`src/rtl/skip_seq.sv`:
```
module skip_seq #(
  parameter int PCW = 20
) (
  input  logic           clk,
  input  logic           rst_n,
  input  logic [15:0]    instr_i,
  input  logic           skip_i,
  input  logic           take_i,
  input  logic           jump_i,
  input  logic [PCW-1:0] jump_tgt_i,
  output logic [PCW-1:0] pc_o,
  output logic [15:0]    exe_o,
  output logic [PCW-1:0] exe_pc_o,
  output logic           bubble_o
);
  logic [PCW-1:0] pc_q, ir_pc_q, tgt, seq_pc, rel8, rel11;
  logic [15:0]    ir_q;
  logic           bub_q, bub2_q, redir, flush, live;
  logic [19:0]    abs_w;

  function automatic logic two_word(input logic [15:0] w);
    return (w[15:12] == 4'hC) || (w[15:8] == 8'hEF) ||
           (w[15:9] == 7'b1110110) || (w[15:6] == 10'b1110111000);
  endfunction

  assign live   = !bub_q;
  assign seq_pc = ir_pc_q + PCW'(1);
  assign rel8   = {{(PCW-8){ir_q[7]}}, ir_q[7:0]};
  assign rel11  = {{(PCW-11){ir_q[10]}}, ir_q[10:0]};
  assign abs_w  = {instr_i[11:0], ir_q[7:0]};

  always_comb begin
    redir = 1'b0;
    tgt   = seq_pc;
    if (live) begin
      if (jump_i) begin
        redir = 1'b1;
        tgt   = jump_tgt_i;
      end else if (ir_q[15:12] == 4'hD) begin
        redir = 1'b1;
        tgt   = seq_pc + rel11;
      end else if (ir_q[15:11] == 5'b11100 && take_i) begin
        redir = 1'b1;
        tgt   = seq_pc + rel8;
      end else if (ir_q[15:8] == 8'hEF || ir_q[15:9] == 7'b1110110) begin
        redir = 1'b1;
        tgt   = PCW'(abs_w);
      end
    end
  end

  assign flush = live && skip_i && !redir;

  always_ff @(posedge clk) begin
    if (!rst_n) begin
      pc_q    <= '0;
      ir_q    <= '0;
      ir_pc_q <= '0;
      bub_q   <= 1'b1;
      bub2_q  <= 1'b0;
    end else if (redir) begin
      pc_q   <= tgt;
      bub_q  <= 1'b1;
      bub2_q <= 1'b0;
    end else begin
      pc_q    <= pc_q + PCW'(1);
      ir_q    <= instr_i;
      ir_pc_q <= pc_q;
      bub_q   <= flush | bub2_q;
      bub2_q  <= flush & two_word(instr_i);
    end
  end

  assign pc_o     = pc_q;
  assign exe_o    = (bub_q || ir_q[15:12] == 4'hF) ? 16'h0000 : ir_q;
  assign exe_pc_o = ir_pc_q;
  assign bubble_o = bub_q;
endmodule


```
`config.mk`:
```
export PLATFORM = sky130hd
export DESIGN_NAME = skip_seq
export DESIGN_NICKNAME = d
export VERILOG_FILES = /design/src/rtl/skip_seq.sv
export SDC_FILE = /design/constraint.sdc
export NUM_CORES = 1
export LEC_CHECK = 0
export ABC_AREA = 1
export ABC_CLOCK_PERIOD_IN_PS = 6140
export BUFFER_PORTS_ARGS = -buffer_cell sky130_fd_sc_hd__buf_2
export CORE_ASPECT_RATIO = 0.9
export CORE_MARGIN = 2
export CORE_UTILIZATION = 25
export DETAILED_ROUTE_END_ITERATION = 10
export GPL_ROUTABILITY_DRIVEN = 1
export SLEW_MARGIN = 20
export SYNTH_ARGS = -nofsm -noshare
export SYNTH_HDL_FRONTEND = slang
export SYNTH_SLANG_ARGS = --single-unit
```
`constraint.sdc`:
```
create_clock -name clk -period 6.14 [get_ports clk]
set_input_delay 0.307 -clock clk [delete_from_list [all_inputs] [get_ports clk]]
set_output_delay 0.307 -clock clk [all_outputs]
set_load 0.02 [all_outputs]
```
==> impl_metrics.env <==
export IMPL_async_reset_ff_frac=0
export IMPL_finalCriticalPeriod_ps=3830
export IMPL_drive_gt1_frac=0.154
export IMPL_cp_end_kind="flip-flop"
export IMPL_worst_path_largest_cell_delay_ps=880
export IMPL_cts_tree="built"
export IMPL_power_leakage_nw=3.26
export IMPL_grt_pass1_wl_mm=32.0
export IMPL_worstPathCellList="inv_1 -> a211oi_1 -> nand2_1 -> nand2_1 -> o21ai_2 -> inv_2 -> nand2_2 -> nor2_1 -> nand2_1 -> nand2_1"
export IMPL_timing_worst_setup_path_type="flip-flop to flip-flop"
export IMPL_dp_slack_ps=2440
export IMPL_path_delay_family="simple AND/OR/NAND/NOR gates"
export IMPL_dr_total_vias=6448
export IMPL_initial_core_util=0.254
export IMPL_antennaDiodeCount=0
export IMPL_setup_tns_final_ps=0
export IMPL_routed_wl_mm=20.9
export IMPL_synth_edf_count=0
export IMPL_worstPathArrival_ps=4040
export IMPL_rows=51
export IMPL_ant_nets=0
export IMPL_drt_pass1_iterations=7
export IMPL_grt_total_usage=0.177
export IMPL_die_h_um=144
export IMPL_grt_ovfl_total=0
export IMPL_hp_class="input pin to flip-flop"
export IMPL_routed_via_density=5.01
export IMPL_synth_ff_type="dfxtp_1"
export IMPL_powerDensity_nw_per_um2=185
export IMPL_wire_per_inst_um=16.2
export IMPL_slew_violations=0
export IMPL_drc=0
export IMPL_cts_max_level=3
export IMPL_antenna_found_initial=1
export IMPL_fmax_mhz=261
export IMPL_multi_input_area_sq_um=3730
export IMPL_die_x_um=160
export IMPL_slew_headroom=0.267
export IMPL_synth_seq_area_share=0.213
export IMPL_first_global_vias=5794
export IMPL_maxCapViolCount=0
export IMPL_area_growth_pct=19.4
export IMPL_io_pins=98
export IMPL_irDropWorstVdd_uv=126
export IMPL_drt_iter0_markers=630
export IMPL_holdBufCountCts=0
export IMPL_status="finished, final reports clean"
export IMPL_io_buffers=97
export IMPL_path_buf_inv=2
export IMPL_cp_required_ps=6360
export IMPL_cts_path_max_buffers=2
export IMPL_cts_resized=0
export IMPL_clock_sinks=58
export IMPL_nets=1066
export IMPL_fin_crit_sh=0.623
export IMPL_die_area_sq_um=23000
export IMPL_post_cts_buffers=0
export IMPL_place_congestion=0.965
export IMPL_synth_nets=981
export IMPL_critPathLaunchType="flip-flop"
export IMPL_fin_skew_ps=11.0
export IMPL_hold_viol=0
export IMPL_design_core_area_sq_um=21500
export IMPL_seq_area_sq_um=1160
export IMPL_path_clk_slew_ps=60
export IMPL_setup_viol=0
export IMPL_dp_hpwl_mm=16.7
export IMPL_cp_slowest_cell="o21ai_2"
export IMPL_setup_slack_ps=2310
export IMPL_clk_latency_ps=330
export IMPL_grt_start_max_net_pins=36
export IMPL_rsz0062_at_grt="no"
export IMPL_avgSynthCellArea_sq_um=6.02
export IMPL_fillers=2407
export IMPL_worst_path_max_fanout=35
export IMPL_cpMostUsedCell="nand2_1"
export IMPL_worst_pin_slew_ps=1100
export IMPL_ys_types=48
export IMPL_numCtsBuffers=9
export IMPL_ys_warn_count=0
export IMPL_synth_area_sq_um=5460
export IMPL_cts_root_buffer="clkbuf_16"
export IMPL_synthCells=906
export IMPL_ys_ff_latch=58
==> cells by family after synthesis <==
kind of cell               count (synthesis)  synth area share
AOI/OAI and AO/OA                        193             0.199
and+or+nand+nor                          451             0.365
DFF                                       58             0.213
adders and majority gates                 34            0.0794
buffers and inverters                    145             0.104
xor gates and xnor gates                  25            0.0401
==> cell type report <==
type,count,share of cell area
multi-input combinational,703,0.572
inverter,120,0.0692
timing repair buffer,99,0.0768
sequential,58,0.178
tap,291,0.0559
clock inverter,5,0.0123
clock buffer,10,0.0352
==> state kept, by name, indices dropped and copies added, names as in the netlist <==
register  flops
bub2_q        1
pc_o         20
bubble_o      1
exe_pc_o     20
ir_q         16
==> through the flow <==
step	power [W]	util	cell area [sq um]	instances	hold WS (ps)
2_1_floorplan	0.000585	-	5460	906	395
3_3_place_gp	0.000672	0.289	6200	1271	404
3_5_place_dp	0.000673	0.289	6200	1271	414
4_1_cts	0.00121	0.303	6510	1286	188
5_1_grt	0.00126	0.303	6510	1286	215
6_report	0.00120	0.303	6510	1286	199
==> synthesized netlist by cell type (2+ instances only) <==
cell type	n	area share
dfxtp_1	58	0.21
a21o_1	5	0.0069
and2_1	2	0.0023
or2_2	2	0.0023
o31ai_1	2	0.0028
ha_1	33	0.076
nand2_2	4	0.0046
nand3_1	64	0.059
buf_2	14	0.013
nor3_1	5	0.0046
nand3b_1	4	0.0055
a211oi_1	3	0.0041
o21bai_1	5	0.0069
xnor2_1	5	0.0080
nor2_1	101	0.069
inv_1	110	0.076
a21oi_1	61	0.056
nand3_2	3	0.0055
nand4_1	9	0.010
o211ai_1	10	0.014
o21ai_0	53	0.049
nor3_2	5	0.0092
o21ai_1	26	0.024
clkbuf_1	9	0.0062
nor2_2	7	0.0080
a31oi_1	3	0.0034
nand2_1	234	0.16
inv_2	10	0.0069
xor2_1	20	0.032
o22ai_1	18	0.021
nor4_1	4	0.0046
==> worst paths after layout <==
check,start,end,slack (ps),cells past startpoint
max,ir_q[10],pc_o[17],2310,10
min,instr_i[13],ir_q[13],200,3
min reg2reg,bub2_q,bubble_o,420,2
max reg2reg,ir_q[10],pc_o[17],2310,10
==> power by group <==
group | switching (W) | internal, W
clock network | 0.000183 | 0.000352
registers | 0.0000270 | 0.000397
logic | 0.000167 | 0.0000785
total | 0.000377 | 0.000828
==> placed cells by master (no fill, tap or decap), types with 2 or more instances in the layout <==
cell	instances
buf_4	2
buf_2	97
a21oi_1	61
or2_2	2
inv_2	10
inv_1	110
a211oi_1	3
nand2_2	4
xnor2_1	5
nor3_2	5
and2_1	2
o21ai_0	53
nand2_1	234
a31oi_1	3
nor4_1	4
nor2_1	101
nand4_1	9
a21o_1	5
o31ai_1	2
nand3b_1	4
xor2_1	20
o21ai_1	26
nor2_2	7
nor3_1	5
nand3_2	3
o211ai_1	10
bufinv_16	2
ha_1	33
clkinvlp_4	2
nand3_1	64
dfxtp_1	58
o21bai_1	5
o22ai_1	18
clkbuf_16	9
==> layer usage <==
metal,track usage,part of all wire
met1,0.257,0.48
met2,0.267,0.42
met3,0.0381,0.086
met4,0.0373,0.014
met5,0,0.00062
==> worst reg2reg max path, cell delays in order, from the launching register on <==
cell      delay (ps)
dfxtp_1          450
inv_1            210
a211oi_1          70
nand2_1          720
nand2_1          160
o21ai_2          880
inv_2            310
nand2_2          690
nor2_1            90
nand2_1          100
nand2_1           40
No activity file was read; power rests on OpenSTA's default activity.
